### config.mk
export PLATFORM = sky130hd
export DESIGN_NAME = mtb_timer_bank
export DESIGN_NICKNAME = d
export VERILOG_FILES = /design/src/rtl/mtb_pkg.sv /design/src/rtl/mtb_prescaler.sv /design/src/rtl/mtb_channel.sv /design/src/rtl/mtb_timer_bank.sv
export SDC_FILE = /design/constraint.sdc
export NUM_CORES = 2
export LEC_CHECK = 0
export ABC_AREA = 0
export BUFFER_PORTS_ARGS = -buffer_cell sky130_fd_sc_hd__buf_4
export CAP_MARGIN = 5
export CORE_MARGIN = 1
export CORE_UTILIZATION = 35
export CTS_CLUSTER_SIZE = 28
export DETAILED_ROUTE_END_ITERATION = 8
export GPL_ROUTABILITY_DRIVEN = 1
export PLACE_DENSITY_LB_ADDON = 0.05
export SLEW_MARGIN = 10
export SYNTH_ARGS = -nofsm -noshare
export SYNTH_HDL_FRONTEND = slang
export SYNTH_SLANG_ARGS = --single-unit
### constraint.sdc
create_clock -name clk_i -period 11.05 [get_ports clk_i]
set_input_delay 2.21 -clock clk_i [delete_from_list [all_inputs] [get_ports clk_i]]
set_output_delay 2.21 -clock clk_i [all_outputs]
set_load 0.05 [all_outputs]
### src/rtl/mtb_pkg.sv
package mtb_pkg;
  localparam int CFG_W = 4;

  typedef struct packed {
    logic pulse;  // stored only
    logic zie;    // zero-event enable
    logic ext;    // external tick select
    logic en;
  } cfg_t;

  localparam logic [7:0] CTRL_ADDR  = 8'h30;
  localparam logic [7:0] STS_ADDR   = 8'h34;
  localparam logic [7:0] CCLR_ADDR  = 8'h3C;
  localparam int         CTRL_SLOT  = 3;

  localparam logic [1:0] FLD_CNT = 2'd0;
  localparam logic [1:0] FLD_REL = 2'd1;
  localparam logic [1:0] FLD_MA  = 2'd2;
  localparam logic [1:0] FLD_MB  = 2'd3;

  // channels skip the slot holding control/status
  function automatic int slot_of(int idx);
    return (idx < CTRL_SLOT) ? idx : idx + 1;
  endfunction
endpackage

### src/rtl/mtb_prescaler.sv
module mtb_prescaler #(
  parameter int DIV = 3
) (
  input  logic clk_i,
  input  logic rst_ni,
  output logic tick_o
);
  if (DIV <= 1) begin : g_pass
    assign tick_o = 1'b1;
  end else begin : g_div
    localparam int PW = $clog2(DIV);
    localparam logic [PW-1:0] LAST = PW'(DIV - 1);
    logic [PW-1:0] cnt_q;

    always_ff @(posedge clk_i or negedge rst_ni) begin
      if (!rst_ni)            cnt_q <= '0;
      else if (cnt_q == LAST) cnt_q <= '0;
      else                    cnt_q <= cnt_q + 1'b1;
    end

    assign tick_o = (cnt_q == LAST);

    AST_TICK_SPACED: assert property (@(posedge clk_i) disable iff (!rst_ni)
      tick_o |=> !tick_o);
  end
endmodule

### src/rtl/mtb_channel.sv
module mtb_channel
  import mtb_pkg::*;
#(
  parameter int DATA_W = 32
) (
  input  logic              clk_i,
  input  logic              rst_ni,
  input  logic              pre_tick_i,
  input  logic              ext_tick_i,
  input  cfg_t              cfg_i,
  input  logic              wr_cnt_i,
  input  logic              wr_rel_i,
  input  logic              wr_ma_i,
  input  logic              wr_mb_i,
  input  logic [DATA_W-1:0] wdata_i,
  output logic [DATA_W-1:0] cnt_o,
  output logic [DATA_W-1:0] rel_o,
  output logic [DATA_W-1:0] ma_o,
  output logic [DATA_W-1:0] mb_o,
  output logic              evt_o,
  output logic              irq_o
);
  logic [DATA_W-1:0] cnt_q, rel_q, ma_q, mb_q, ma_eff, mb_eff, nxt;
  logic en_q, lvl_q, tick, running, step, at_end, zero_evt, match_evt;

  assign tick    = cfg_i.ext ? ext_tick_i : pre_tick_i;
  assign running = cfg_i.en & en_q & (rel_q != '0);
  assign step    = running & tick & ~wr_cnt_i;
  assign at_end  = (cnt_q <= DATA_W'(1));
  assign nxt     = cnt_q - 1'b1;

  assign ma_eff = (ma_q < rel_q) ? ma_q : '0;
  assign mb_eff = (mb_q < rel_q) ? mb_q : '0;

  assign zero_evt  = step & at_end &
                     (cfg_i.zie | (ma_eff == '0) | (mb_eff == '0));
  assign match_evt = step & ~at_end &
                     (((ma_eff != '0) & (nxt == ma_eff)) |
                      ((mb_eff != '0) & (nxt == mb_eff)));
  assign evt_o = zero_evt | match_evt;

  always_ff @(posedge clk_i or negedge rst_ni) begin
    if (!rst_ni) begin
      cnt_q <= '0;
      rel_q <= '0;
      ma_q  <= '0;
      mb_q  <= '0;
      en_q  <= 1'b0;
      lvl_q <= 1'b0;
    end else begin
      en_q <= cfg_i.en;
      if (evt_o) lvl_q <= ~lvl_q;
      if (wr_rel_i) rel_q <= wdata_i;
      if (wr_ma_i)  ma_q  <= wdata_i;
      if (wr_mb_i)  mb_q  <= wdata_i;

      if (cfg_i.en && !en_q)
        cnt_q <= rel_q;
      else if (wr_cnt_i && cfg_i.en)
        cnt_q <= wdata_i;
      else if (wr_rel_i && cfg_i.en && rel_q == '0 && wdata_i != '0)
        cnt_q <= wdata_i;
      else if (step)
        cnt_q <= at_end ? rel_q : nxt;
    end
  end

  assign cnt_o = (cfg_i.en & en_q) ? cnt_q : rel_q;
  assign rel_o = rel_q;
  assign ma_o  = ma_q;
  assign mb_o  = mb_q;
  assign irq_o = lvl_q;

  AST_HOLD_DISABLED: assert property (@(posedge clk_i) disable iff (!rst_ni)
    !cfg_i.en |=> cnt_q == $past(cnt_q));
  AST_STEP_DOWN: assert property (@(posedge clk_i) disable iff (!rst_ni)
    (step && !at_end && !wr_rel_i) |=> cnt_q == $past(cnt_q) - 1'b1);
  AST_IRQ_HOLD: assert property (@(posedge clk_i) disable iff (!rst_ni)
    !evt_o |=> $stable(irq_o));
  AST_START_ON_RELOAD: assert property (@(posedge clk_i) disable iff (!rst_ni)
    (wr_rel_i && cfg_i.en && en_q && rel_q == '0 && wdata_i != '0)
      |=> cnt_q == $past(wdata_i));
  AST_IDLE_QUIET: assert property (@(posedge clk_i) disable iff (!rst_ni)
    (rel_q == '0) |-> !evt_o);
endmodule

### src/rtl/mtb_timer_bank.sv
module mtb_timer_bank
  import mtb_pkg::*;
#(
  parameter int N_TIMERS = 8,   // at most 8: control fits one data word
  parameter int DATA_W   = 32,
  parameter int ADDR_W   = 8,
  parameter int PRESCALE = 3
) (
  input  logic                clk_i,
  input  logic                rst_ni,
  input  logic                we_i,
  input  logic [ADDR_W-1:0]   addr_i,
  input  logic [DATA_W-1:0]   wdata_i,
  output logic [DATA_W-1:0]   rdata_o,
  input  logic                ext_tick_i,
  output logic [N_TIMERS-1:0] irq_o
);
  localparam int CTRL_W = N_TIMERS * CFG_W;
  localparam int SLOT_W = ADDR_W - 4;

  logic [CTRL_W-1:0]   ctrl_q;
  logic [N_TIMERS-1:0] sts_q, evt, clr_mask;
  logic                pre_tick, hit_ctrl, hit_sts, hit_cclr;
  logic [N_TIMERS-1:0] hit_slot;
  logic [DATA_W-1:0]   cnt_rb [N_TIMERS];
  logic [DATA_W-1:0]   rel_rb [N_TIMERS];
  logic [DATA_W-1:0]   ma_rb  [N_TIMERS];
  logic [DATA_W-1:0]   mb_rb  [N_TIMERS];

  assign hit_ctrl = ({addr_i[ADDR_W-1:2], 2'b00} == ADDR_W'(CTRL_ADDR));
  assign hit_sts  = ({addr_i[ADDR_W-1:2], 2'b00} == ADDR_W'(STS_ADDR));
  assign hit_cclr = ({addr_i[ADDR_W-1:2], 2'b00} == ADDR_W'(CCLR_ADDR));

  mtb_prescaler #(.DIV(PRESCALE)) u_pre (
    .clk_i  (clk_i),
    .rst_ni (rst_ni),
    .tick_o (pre_tick)
  );

  for (genvar i = 0; i < N_TIMERS; i++) begin : g_ch
    localparam int SLOT = slot_of(i);
    logic sel;
    assign sel = (addr_i[ADDR_W-1:4] == SLOT_W'(SLOT));
    assign hit_slot[i] = sel;

    mtb_channel #(.DATA_W(DATA_W)) u_ch (
      .clk_i      (clk_i),
      .rst_ni     (rst_ni),
      .pre_tick_i (pre_tick),
      .ext_tick_i (ext_tick_i),
      .cfg_i      (cfg_t'(ctrl_q[i*CFG_W +: CFG_W])),
      .wr_cnt_i   (we_i & sel & (addr_i[3:2] == FLD_CNT)),
      .wr_rel_i   (we_i & sel & (addr_i[3:2] == FLD_REL)),
      .wr_ma_i    (we_i & sel & (addr_i[3:2] == FLD_MA)),
      .wr_mb_i    (we_i & sel & (addr_i[3:2] == FLD_MB)),
      .wdata_i    (wdata_i),
      .cnt_o      (cnt_rb[i]),
      .rel_o      (rel_rb[i]),
      .ma_o       (ma_rb[i]),
      .mb_o       (mb_rb[i]),
      .evt_o      (evt[i]),
      .irq_o      (irq_o[i])
    );

    AST_STS_SET: assert property (@(posedge clk_i) disable iff (!rst_ni)
      evt[i] |=> sts_q[i]);
  end

  assign clr_mask = (we_i & hit_sts) ? wdata_i[N_TIMERS-1:0] : '0;

  always_ff @(posedge clk_i or negedge rst_ni) begin
    if (!rst_ni) begin
      ctrl_q <= '0;
      sts_q  <= '0;
    end else begin
      if (we_i && hit_ctrl)      ctrl_q <= wdata_i[CTRL_W-1:0];
      else if (we_i && hit_cclr) ctrl_q <= ctrl_q & ~wdata_i[CTRL_W-1:0];
      sts_q <= (sts_q & ~clr_mask) | evt;
    end
  end

  always_comb begin
    rdata_o = '0;
    if (hit_ctrl) rdata_o = DATA_W'(ctrl_q);
    else if (hit_sts) rdata_o = DATA_W'(sts_q);
    for (int i = 0; i < N_TIMERS; i++) begin
      if (hit_slot[i]) begin
        case (addr_i[3:2])
          FLD_CNT: rdata_o = cnt_rb[i];
          FLD_REL: rdata_o = rel_rb[i];
          FLD_MA:  rdata_o = ma_rb[i];
          default: rdata_o = mb_rb[i];
        endcase
      end
    end
  end

  AST_CCLR_ONLY_CLEARS: assert property (@(posedge clk_i) disable iff (!rst_ni)
    (we_i && hit_cclr) |=> (ctrl_q & ~$past(ctrl_q)) == '0);
  AST_STS_CLEAR: assert property (@(posedge clk_i) disable iff (!rst_ni)
    (clr_mask != '0 && evt == '0) |=> (sts_q & $past(clr_mask)) == '0);
endmodule

==> results.md <==
* Status: finished with violations
* Failing checks: max-capacitance violations
* RSZ-0062 raised after global routing: no
* Detail Route Antenna Nets at 0
* EDFF count, synth at 0
* Iter 0 DRT Violations at 10314
* Slew margin rel. at 0.305%
* Die ar. at 238000 µm²
* Clock Skew at 0.0361 ns
* CTS resizes at 0
* Post-CTS setup buffer count at 0
* Final worst slack at 1.48 ns
* Pre-CTS setup slack at 1.84 ns
* Die Y at 488 µm
* WHS Endpoint: u_pre.g_div.cnt_q[0]
* First-pass DRT Iterations at 8
* First-pass GRT wire length at 642000 µm
* Final Cycle Share at 86.6%
* CP max FO at 26
* Cells after Synth at 9710
* Max VDD drop at 0.147 mV
* Layout net count at 10026
* Post-synthesis simple-gate area fraction at 18.1%
* Area delta synth->final at 11.0%
* Antenna violations before repair at 40
* Setup Viol. Count Final at 0
* CTS root buf: clkbuf_16
* Starting Density at 35.2%
* CP arrival at 7.36 ns
* DR vias at 82646
* GR Util All Layers at 38.3%
* Reg-to-reg startpoint: g_ch[2].u_ch.cnt_q[0]
* CTS Buf Count at 146
* Synth Area in XOR/XNOR at 6.50%
* Netlist cell types at 105
* Final core utilization at 39.1%
* Synth Area per Inst at 8.52 µm²
* Largest family of logic cells by synthesized area: compound AO/OA/AOI/OAI gates
* Gr ovfl total at 0
* Vias/cell at 6.48
* Num rows at 178
* Vias in the first global route at 76600
* Final Hold Viols at 0
* Worst-skew pair later-pin latency at 0.83 ns
* Compound-cell area share of the yosys netlist at 21.2%
* CTS sink cnt at 1082
* Clk slew on worst S/H paths at 0.06 ns
* Internal reg-to-reg setup slack at 5.51 ns
* Hold depth at 1
* Synth top area share at 32.7%
* Layout cells sized above 1 at 13.1%
* Reg-to-reg endpoint: g_ch[2].u_ch.irq_o
* I/O Buffers at 81
* Die X at 488 µm
* WL per Instance at 36.6 µm
* Largest net degree at the start of global routing at 148
* Final setup TNS at 0 ns
* Layout Cells excl Fill at 12748
* Critical path type: primary input to output pin
* DRC viols at 0
* Tmin final at 9.57 ns
* Worst slew pin tran at 1.48 ns
* Detailed Place HPWL at 343000 µm
* CTS tree: built
* Fmax at 0.105 GHz
* Slew Viols, Final at 0
* # hold bufs at CTS at 0
* Net Count, Synth at 10266
* I/O pin cnt at 84
* Placed Cells at 12472
* CORE AREA at 235000 µm²
* Mux contribution to synthesized area at 8.63%
* Final RePlAce weighted congestion at 1.05
* Cells on worst reg2reg path at 13
* Power per Cell Area at 222 nW/µm²
* Commonest non-fill, non-tap cell in the layout: dfrtp_1
* WL final at 467000 µm
* Max-cap violations at 1
* Top_reg_cell synth: dfrtp_1
* Synth warn at 0
* Post-Synth Adder-Cell Area at 7.75%
* Hold_sp: u_pre.g_div.cnt_q[0]
* Syn Std Cell Area at 82700 µm²
* P_leak at 39.2 nW
* Leading post-synthesis cells by cell area: dfrtp_1, ha_1, mux2_2, o21ai_0, nand2_1
* Commonest cells after routing, fill and taps aside: dfrtp_1, nand2_1, o21ai_0
* Ys async rst share at 100%
* Area leader, netlist: dfrtp_1
* Startpoint Class: primary input
* Crit. End Element: output pin
* WP data required at 8.84 ns
* Worst min-delay path class: flip-flop to flip-flop
* Sequential-to-total area share from yosys stat at 32.7%
* H-Tree Level Count at 4
* CTS max path bufs at 3
* WHS at 0.443 ns
* Register bit total from synthesis at 1082
## synth_stat cells (48+ instances only)
cell type and instances:
a211oi_1 60, a21o_1 102, a21oi_1 475, a22oi_1 77, a31oi_1 79, clkbuf_1 622
dfrtp_1 1082, ha_1 512, inv_1 391, mux2_2 529, mux2i_1 118, nand2_1 1082
nand2b_1 48, nand3_1 167, nand4_1 173, nor2_1 609, nor3_1 166, nor4_1 281
nor4b_1 50, o211ai_1 137, o21ai_0 873, o221ai_1 176, o22a_1 50, o22ai_1 402
or3_1 56, or4_1 57, xnor2_1 356, xor2_1 233
## area by class of cell
cell class / instances / area (µm²)
diodes: 16 / 40.0
clock buffers: 207 / 4240
clock inverters: 53 / 663
fillers: 23879 / 143000
inverters: 392 / 1480
multi-input cells: 7541 / 51900
flip-flops and latches: 1082 / 27100
well taps: 3150 / 3940
repair buffers: 307 / 2420
## cells by family after synthesis
| group | Yosys count |
|---|---|
| fa+ha+maj | 512 |
| simple gates | 3014 |
| xor+xnor | 600 |
| buf+inv | 1087 |
| compound gates | 2768 |
| flops | 1082 |
| mux | 647 |
## worst max-delay path by stage
stage	startpoint	slack (ns)	to	depth (start not counted)
after floorplan	addr_i[2]	4.14	rdata_o[1]	9
after global placement	addr_i[2]	1.93	rdata_o[27]	11
after detailed placement	addr_i[2]	1.84	rdata_o[21]	9
after CTS	addr_i[2]	1.83	rdata_o[21]	9
after global routing	addr_i[2]	1.66	rdata_o[23]	10
final	addr_i[2]	1.48	rdata_o[30]	9
## registers in the layout, indices dropped and copies added, names as in the netlist
| signal | flops |
|---|---|
| g_ch.u_ch.cnt_q | 256 |
| g_ch.u_ch.en_q | 8 |
| ctrl_q | 32 |
| g_ch.u_ch.ma_o | 256 |
| g_ch.u_ch.irq_o | 8 |
| sts_q | 8 |
| g_ch.u_ch.mb_o | 256 |
| u_pre.g_div.cnt_q | 2 |
| g_ch.u_ch.rel_o | 256 |
## stage by stage
step                      instance area [µm²]  power [mW]
after floorplan                         82700        11.7
after CTS                               91700        20.2
after global routing                    91800        21.3
after detailed placement                86800        15.1
final                                   91800        20.4
after global placement                  86800        15.0
## worst max-delay path: stages
cell and delay (ns):
buf_6 0.37, inv_4 0.36, nand3_1 0.79, nand2_1 0.62
o221ai_1 0.70, o22ai_1 0.39, a2111oi_1 1.15, nand2_1 0.32
buf_4 0.30
## metal layers
layer | vias to the layer above | routed length, µm | track usage, %
met5 | - | 113 | 0
met4 | 16 | 29200 | 20.5
met3 | 906 | 42200 | 8.58
met2 | 4338 | 198000 | 56.8
met1 | 41791 | 197000 | 51.6
li1 | 35595 | - | -
## where the power goes
part           leakage [nW]  switching [mW]  internal, mW  total [mW]
Sequential             13.3            2.20          4.85        7.05
Combinational          23.5            5.15          3.16        8.31
Clock                  2.42            2.05          2.95        5.00
No activity file was read; power rests on OpenSTA's default activity.
